==> config.mk <==
export PLATFORM = sky130hd
export DESIGN_NAME = sweep_gate_ctrl
export DESIGN_NICKNAME = d
export VERILOG_FILES = /design/src/rtl/sweep_ctrl_pkg.sv /design/src/rtl/sweep_down_timer.sv /design/src/rtl/sweep_idle_counter.sv /design/src/rtl/sweep_mode_logic.sv /design/src/rtl/sweep_gate_ctrl.sv
export SDC_FILE = /design/constraint.sdc
export NUM_CORES = 1
export LEC_CHECK = 0
export ABC_CLOCK_PERIOD_IN_PS = 2240
export BUFFER_PORTS_ARGS = -buffer_cell sky130_fd_sc_hd__buf_2
export CORE_ASPECT_RATIO = 1.5
export CORE_MARGIN = 2
export CORE_UTILIZATION = 40
export DETAILED_ROUTE_END_ITERATION = 7
export GPL_TIMING_DRIVEN = 0
export PLACE_DENSITY = 0.64
export SYNTH_ARGS = -nofsm -noshare
export SYNTH_HDL_FRONTEND = slang
export SYNTH_SLANG_ARGS = --single-unit
==> constraint.sdc <==
create_clock -name clk -period 2.24 [get_ports clk]
set_input_delay 0.448 -clock clk [delete_from_list [all_inputs] [get_ports clk]]
set_output_delay 0.448 -clock clk [all_outputs]
set_load 0.005 [all_outputs]
==> src/rtl/sweep_ctrl_pkg.sv <==
// Shared types for the sweep gate controller.
// Assumes a two-bit mode field whose codes are fixed by the requirements.
package sweep_ctrl_pkg;

    typedef enum logic [1:0] {
        MODE_NORMAL = 2'b00,
        MODE_AUTO   = 2'b01,
        MODE_SINGLE = 2'b10,
        MODE_XY     = 2'b11
    } sweep_mode_e;

endpackage

==> src/rtl/sweep_down_timer.sv <==
// Retriggerable down-counting timer.
// A load sets the count to LEN. The output is high while the count is nonzero,
// so it stays high for exactly LEN cycles after the most recent load.
// Assumes LEN >= 1.
module sweep_down_timer #(
    parameter int LEN = 16
) (
    input  logic clk,
    input  logic rst_n,
    input  logic load,
    output logic active
);
    localparam int W = $clog2(LEN + 1);

    logic [W-1:0] cnt;

    // Load on request, otherwise count down to zero and stop.
    always_ff @(posedge clk) begin
        if (!rst_n)
            cnt <= '0;
        else if (load)
            cnt <= W'(LEN);
        else if (cnt != '0)
            cnt <= cnt - W'(1);
    end

    assign active = (cnt != '0);


    // timer_load_chk
    timer_load_chk: assert property (@(posedge clk) disable iff (!rst_n)
        load |=> active);


    // timer_idle_chk
    timer_idle_chk: assert property (@(posedge clk) disable iff (!rst_n)
        (!active && !load) |=> !active);
endmodule

==> src/rtl/sweep_idle_counter.sv <==
// Saturating idle counter for auto-mode free run.
// It clears on request and counts up to LIMIT. The output is high once LIMIT
// cycles have passed since the last clear. Assumes LIMIT >= 1.
module sweep_idle_counter #(
    parameter int LIMIT = 64
) (
    input  logic clk,
    input  logic rst_n,
    input  logic clear,
    output logic expired
);
    localparam int W = $clog2(LIMIT + 1);

    logic [W-1:0] cnt;

    // Clear on request, otherwise count up and hold at LIMIT.
    always_ff @(posedge clk) begin
        if (!rst_n || clear)
            cnt <= '0;
        else if (cnt != W'(LIMIT))
            cnt <= cnt + W'(1);
    end

    assign expired = (cnt == W'(LIMIT));


    // idle_clear_chk
    idle_clear_chk: assert property (@(posedge clk) disable iff (!rst_n)
        clear |=> !expired);
endmodule

==> src/rtl/sweep_mode_logic.sv <==
// Mode decoding, single-sweep arming, sweep disable and auto-start request.
// Assumes holdoff_act comes from the holdoff timer and start is the final
// sweep-start decision made in the top.
module sweep_mode_logic
    import sweep_ctrl_pkg::*;
(
    input  logic        clk,
    input  logic        rst_n,
    input  sweep_mode_e mode,
    input  logic        ss_reset,
    input  logic        start,
    input  logic        holdoff_act,
    input  logic        gate,
    input  logic        idle_expired,
    output logic        dis,
    output logic        auto_req,
    output logic        xy_mode
);
    logic armed;

    // Arm on a single-sweep reset; disarm when a single-mode sweep starts.
    always_ff @(posedge clk) begin
        if (!rst_n)
            armed <= 1'b0;
        else if (ss_reset)
            armed <= 1'b1;
        else if (start && mode == MODE_SINGLE)
            armed <= 1'b0;
    end

    // Combine the blocking conditions and form the free-run request.
    always_comb begin
        xy_mode  = (mode == MODE_XY);
        dis      = holdoff_act || xy_mode || (mode == MODE_SINGLE && !armed);
        auto_req = (mode == MODE_AUTO) && idle_expired && !dis && !gate;
    end


    // single_disarm_chk
    single_disarm_chk: assert property (@(posedge clk) disable iff (!rst_n)
        (start && mode == MODE_SINGLE && !ss_reset) |=> !armed);
endmodule

==> src/rtl/sweep_gate_ctrl.sv <==
// Sweep gate and holdoff controller for an oscilloscope timebase.
// It holds the sweep-gate flip-flop and generates the holdoff-start pulse,
// and instances the holdoff timer, the trigger-presence timer, the auto idle
// counter and the mode logic. Assumes trig_pulse, ss_reset and chain_load are
// synchronous to clk and eos stays high until holdoff begins.
module sweep_gate_ctrl
    import sweep_ctrl_pkg::*;
#(
    parameter int HOLD_CYC = 16,
    parameter int PRES_CYC = 40,
    parameter int AUTO_CYC = 64
) (
    input  logic       clk,
    input  logic       rst_n,
    input  logic       trig_pulse,
    input  logic       eos,
    input  logic [1:0] mode,
    input  logic       ss_reset,
    input  logic       chain_load,
    output logic       sweep_gate,
    output logic       holdoff,
    output logic       trig_present,
    output logic       trig_det_n,
    output logic       auto_start,
    output logic       sweep_dis_n
);
    sweep_mode_e mode_e;
    logic        gate_q;
    logic        hold_act;
    logic        dis;
    logic        xy_mode;
    logic        auto_req;
    logic        idle_exp;
    logic        hold_start;
    logic        accept_trig;
    logic        start;
    logic        idle_clear;

    assign mode_e = sweep_mode_e'(mode);

    // Form the start, accept and holdoff-start decisions.
    always_comb begin
        accept_trig = trig_pulse && !dis;
        start       = !dis && (trig_pulse || auto_req);
        hold_start  = chain_load || (eos && gate_q && !hold_act);
        idle_clear  = hold_act || trig_pulse;
    end

    // Sweep-gate flip-flop: holdoff or X-Y clears it, a start sets it.
    always_ff @(posedge clk) begin
        if (!rst_n)
            gate_q <= 1'b0;
        else if (hold_act || xy_mode)
            gate_q <= 1'b0;
        else if (start)
            gate_q <= 1'b1;
    end

    sweep_down_timer #(.LEN(HOLD_CYC)) u_hold (
        .clk    (clk),
        .rst_n  (rst_n),
        .load   (hold_start),
        .active (hold_act)
    );

    sweep_down_timer #(.LEN(PRES_CYC)) u_pres (
        .clk    (clk),
        .rst_n  (rst_n),
        .load   (accept_trig),
        .active (trig_present)
    );

    sweep_idle_counter #(.LIMIT(AUTO_CYC)) u_idle (
        .clk     (clk),
        .rst_n   (rst_n),
        .clear   (idle_clear),
        .expired (idle_exp)
    );

    sweep_mode_logic u_mode (
        .clk          (clk),
        .rst_n        (rst_n),
        .mode         (mode_e),
        .ss_reset     (ss_reset),
        .start        (start),
        .holdoff_act  (hold_act),
        .gate         (gate_q),
        .idle_expired (idle_exp),
        .dis          (dis),
        .auto_req     (auto_req),
        .xy_mode      (xy_mode)
    );

    // Drive the outputs from internal state.
    always_comb begin
        sweep_gate  = gate_q;
        holdoff     = hold_act;
        trig_det_n  = !trig_present;
        auto_start  = auto_req;
        sweep_dis_n = !dis;
    end


    // blocked_gate_chk
    blocked_gate_chk: assert property (@(posedge clk) disable iff (!rst_n)
        (!sweep_dis_n && !sweep_gate) |=> !sweep_gate);


    // xy_gate_chk
    xy_gate_chk: assert property (@(posedge clk) disable iff (!rst_n)
        (mode == 2'b11) |=> !sweep_gate);


    // reload_hold_chk
    reload_hold_chk: assert property (@(posedge clk) disable iff (!rst_n)
        chain_load |=> holdoff);


    // auto_open_chk
    auto_open_chk: assert property (@(posedge clk) disable iff (!rst_n)
        auto_start |=> sweep_gate);


    // trig_open_chk
    trig_open_chk: assert property (@(posedge clk) disable iff (!rst_n)
        (trig_pulse && sweep_dis_n) |=> sweep_gate);
endmodule

Word-level counts from Yosys, hierarchy flattened
Index checks and enable logic that the tools add are counted.
{ "totals": {"ff_bits": 20, "inputBits": 8, "output_inout_bits": 6} }
{ "classes": {"addsub": 3, "n_eq_ne": 5, "mux": 6, "n_bitwise": 1, "reduce_logical": 29} }
{ "op_table": {"columns": ["op", "count"], "rows": [
  ["two-way mux 6 bit", 2],
  ["two-way mux 5 bit", 2],
  ["logical AND 1 bit", 9],
  ["adder 7 x 1 -> 7 bit (second input constant)", 1],
  ["equality test 7 bit (second input constant)", 1],
  ["inequality test 7 bit (second input constant)", 1],
  ["logical NOT 1 bit", 6],
  ["logical OR 1 bit", 6],
  ["nonzero test 2 bit", 3],
  ["nonzero test 6 bit", 1],
  ["OR reduction 2 bit", 3],
  ["subtractor 6 x 1 -> 6 bit (second input constant)", 1],
  ["nonzero test 5 bit", 1],
  ["subtractor 5 x 1 -> 5 bit (second input constant)", 1],
  ["equality test 2 bit (second input constant)", 2],
  ["equality test 2 x 1 -> 1 bit (second input constant)", 1],
  ["two-way mux 1 bit", 2],
  ["inverter 1 bit", 1]
]} }

Longest topological paths before layout
{ "depth": {"depth_word": 11, "mapped_depth": 6, "ltp_nobuf": 6} }

Hierarchy
A second synthesis with hierarchy kept.
{ "hier_totals": {"hier_cells": 113, "hier_area_um2": 1059.8} }
{ "by_module_without_submodules": {"columns": ["mod", "instances", "cells_each", "area_per_inst_um2", "seq_area_each_um2"], "rows": [
  ["sweep_idle_counter", 1, 39, 356.6, 140.1],
  ["sweep_down_timer at u_pres", 1, 31, 317.8, 120.1],
  ["sweep_down_timer at u_hold", 1, 24, 235.2, 100.1],
  ["sweep_gate_ctrl", 1, 10, 76.3, 20.0],
  ["sweep_mode_logic", 1, 9, 73.8, 20.0]
]} }

Worst setup path before layout
No wires, ideal clock.
{ "synth_path": {"path_kind": "flip-flop to output port", "from": "register u_idle.cnt[2]", "to": "output port auto_start", "arrival_ns": 1.493, "required_time_ns": 1.792, "slack_ns": 0.299, "path_stages_with_launch": 4, "n_path_buf": 0, "cell_sequence": "dfxtp_1 or4_4 or4_4 nor3_1"} }
{ "synth_between": {"elab_chain_cells": 4} }
{ "synth_rtl": {"columns": ["element", "line", "rtl"], "rows": [
  ["start, declared", "sweep_idle_counter.sv:14", "logic [W-1:0] cnt;"],
  ["start signal, assigned", "sweep_idle_counter.sv:21", "cnt <= cnt + W'(1);"],
  ["equality test 7 bit", "sweep_idle_counter.sv:24", "assign expired = (cnt == W'(LIMIT));"],
  ["logical AND 1 bit (3 in series)", "sweep_mode_logic.sv:35", "auto_req = (mode == MODE_AUTO) && idle_expired && !dis && !gate;"],
  ["end, declared", "sweep_gate_ctrl.sv:24", "output logic auto_start,"]
]} }
No other way between the ends.

Worst setup path in the final report
{ "layout_path": {"from": "register u_idle.cnt[5]", "to": "output port auto_start"} }
Same word-level chain as after synthesis.

==> impl_metrics.json <==
{
  "port_buffers": 13,
  "die_w_um": 45.88,
  "crit_path_end": "auto_start",
  "hold_viol": 0,
  "drv_cap": 0,
  "utilization": 0.5051,
  "critical-path-top-delay-family": "simple AND/OR/NAND/NOR gates",
  "synthCells": 118,
  "finalWirelength_um": 2245,
  "via_count": 931,
  "drive_above_1_share": 0.3121,
  "synth_common_cells": "dfxtp_1 (20), inv_1 (12), a21oi_1 (8), nand2_1 (7), nor2_1 (7)",
  "maxSlewViolCount": 0,
  "period_needed_ns": 2.301,
  "r2r-start": "u_hold.cnt[0]",
  "final-setup-viol-count": 1,
  "worst_r2r_path_depth": 6,
  "crit_chain": "or4_4, or4_4, nor3_2, buf_2",
  "grt_util_all_layers": 0.1562,
  "final.setup_skew_ns": 0.004723,
  "maxSlewHeadroom": 0.6576,
  "synthesis.area_um2": 1052,
  "synth_flop_cell": "dfxtp_1",
  "endpoint_kind": "primary output",
  "ios": 14,
  "ys_warn_count": 0,
  "cp_slowest_stage_delay_ns": 0.53,
  "grt_max_degree": 11,
  "violations": "setup timing",
  "area_growth_pct": 18.91,
  "cpMostUsedCell": "or4_4",
  "coreArea_um2": 2477,
  "fmax_mhz": 434.6,
  "p_per_area_nw_per_um2": 1019,
  "critical_path_class": "reg2out",
  "cpMaxStageDelayCell": "or4_4",
  "fin_area_um2": 1251,
  "tns_ns": -0.06086,
  "seq_area_frac_synth": 0.3805,
  "die_h_um": 66.82,
  "grt_remaining_overflow": 0,
  "num_rows": 22,
  "place_area_um2": 1147,
  "yosysTopAreaCell": "dfxtp_1",
  "n_antenna_cell": 0,
  "cp-start-kind": "flop",
  "nFillCells": 242,
  "timing.final.crit_share": 1.027,
  "r2r_end": "u_pres.cnt[3]",
  "setup_ws_ns": -0.06086,
  "cts_max_level": 1,
  "dieArea_um2": 3065,
  "leakage_nw": 0.5054,
  "hold_path_class": "in2reg",
  "synth.most_common_cell": "dfxtp_1",
  "ctsHoldBuffers": 0,
  "antenna_found_initial": 0,
  "post_drt_wl_per_cell_um": 13.61,
  "worstPathArrival_ns": 1.85,
  "dp_hpwl_um": 1621,
  "drt.antenna.violating_nets": 0,
  "drc": 0,
  "clk_pin_slew_ns": 0.11,
  "worst_slew_pin_slew_ns": 0.5127,
  "ys_top_cells_by_area": "dfxtp_1 (38%), ha_1 (7.1%), inv_1 (4.3%)",
  "ir_drop_v": 0.0005531,
  "drt-vias-per-instance": 5.642,
  "globalplace.congestion": 0.7464,
  "avgSynthCellArea_um2": 8.917,
  "cts_buffer_depth": 2,
  "dr.pass1.iters": 4,
  "grt_pass1_vias": 919,
  "async_flop_share": 0,
  "grt_pass1_wl_um": 3574,
  "rsz0062_at_grt": "true",
  "synth-seq-cells": 20,
  "cp-startpoint": "u_idle.cnt[5]",
  "finalNetCount": 157,
  "r2r_setup_slack_ns": 0.35,
  "crit_cells": 4,
  "syn-num-nets": 132,
  "cts_made_buffers": 3,
  "crit_buf_inv": 1,
  "synth_edf_count": 0,
  "drtIter0Drc": 23,
  "worst_ep_required_time_ns": 1.79,
  "insertion_delay_ns": 0.29,
  "initial_core_util": 0.4247,
  "run_status": "finished with violations",
  "cts.sinks": 20,
  "netlist.area_leader.share": 0.3805,
  "synth.distinct_cells": 34,
  "crit_fanout": 2,
  "clock-root-buffer": "clkbuf_4",
  "tritoncts": "built"
}
state kept, by name, summed over array words and instances (netlist names):
register,cells
u_mode.armed,1
u_hold.cnt,5
u_idle.cnt,7
sweep_gate,1
u_pres.cnt,6
per-stage QoR:
step | total power (W) | hold WS, ns | std cells | setup WS, ns
6_report | 0.001275 | 0.3776 | 165 | -0.06086
3_3_place_gp | 0.0009748 | 0.4732 | 155 | 0.1667
2_1_floorplan | 0.0008669 | 0.4559 | 118 | 0.2992
5_1_grt | 0.001362 | 0.3724 | 165 | -0.1279
3_5_place_dp | 0.0009900 | 0.4843 | 155 | 0.1462
4_1_cts | 0.001236 | 0.3714 | 164 | -0.07528
how the worst min path moves through the flow:
stage	from	to	slack, ns	depth (start not counted)
detailed placement	u_idle.cnt[6]	u_idle.cnt[6]	0.48	2
global placement	u_hold.cnt[0]	u_hold.cnt[0]	0.47	2
floorplan	u_hold.cnt[0]	u_hold.cnt[0]	0.46	2
global route	ss_reset	u_mode.armed	0.37	3
CTS	ss_reset	u_mode.armed	0.37	3
finish	ss_reset	u_mode.armed	0.38	3
placed cells by master (no fill, tap or decap), types with 3 or more instances in the layout:
master     n
dfxtp_2    5
nand2b_1   4
inv_1      9
buf_4      7
clkbuf_4   3
dfxtp_1   15
a21oi_1    8
buf_2     13
nor3_1     5
nor3b_1    3
nor2_1     7
o21ai_0    6
xnor2_1    5
or3_1      3
nand2_1    7
nand3_1    6
inv_2      3
ha_1       5
timing repair:
item | CTS | global route
gates resized for setup | 9 | 4
pin swaps | 2 | 1
buffers inserted | 6 | 1
setup endpoints to repair | 3 | 4
cells by family after synthesis:
group,after synthesis,synth area share
simple gates,47,0.2723
compound gates,24,0.1617
flops,20,0.3805
buf+inv,13,0.04637
xor+xnor,7,0.05827
fa+ha+maj,6,0.07134
mux,1,0.009513
power breakdown:
group / total, W / internal [W] / switching [W]
clock network: 0.000165 / 0.0000625 / 0.000103
registers: 0.000502 / 0.000427 / 0.0000743
logic: 0.000608 / 0.000325 / 0.000283
worst min-delay path: cells and delay by family:
family	cells	cell delay (ns)
AOI/OAI and AO/OA	1	0.05
buffers and inverters	2	0.14
layer usage:
layer	vias up	wire (µm)	track usage
met1	446	865	0.1386
met4	0	20	0.06429
met2	15	1295	0.3160
met3	2	64	0.02439
met5	-	0	0
li1	468	-	-
cell type report:
class / instances / area [µm²] / area share
Multi-Input combinational cell: 85 / 623.1 / 0.4980
Sequential cell: 20 / 406.6 / 0.3250
Timing Repair Buffer: 20 / 117.6 / 0.09400
Inverter: 13 / 51.30 / 0.04100
Tap cell: 24 / 30.03 / 0.02400
Clock buffer: 3 / 22.52 / 0.01800
Power figures use the tool's default switching activity.
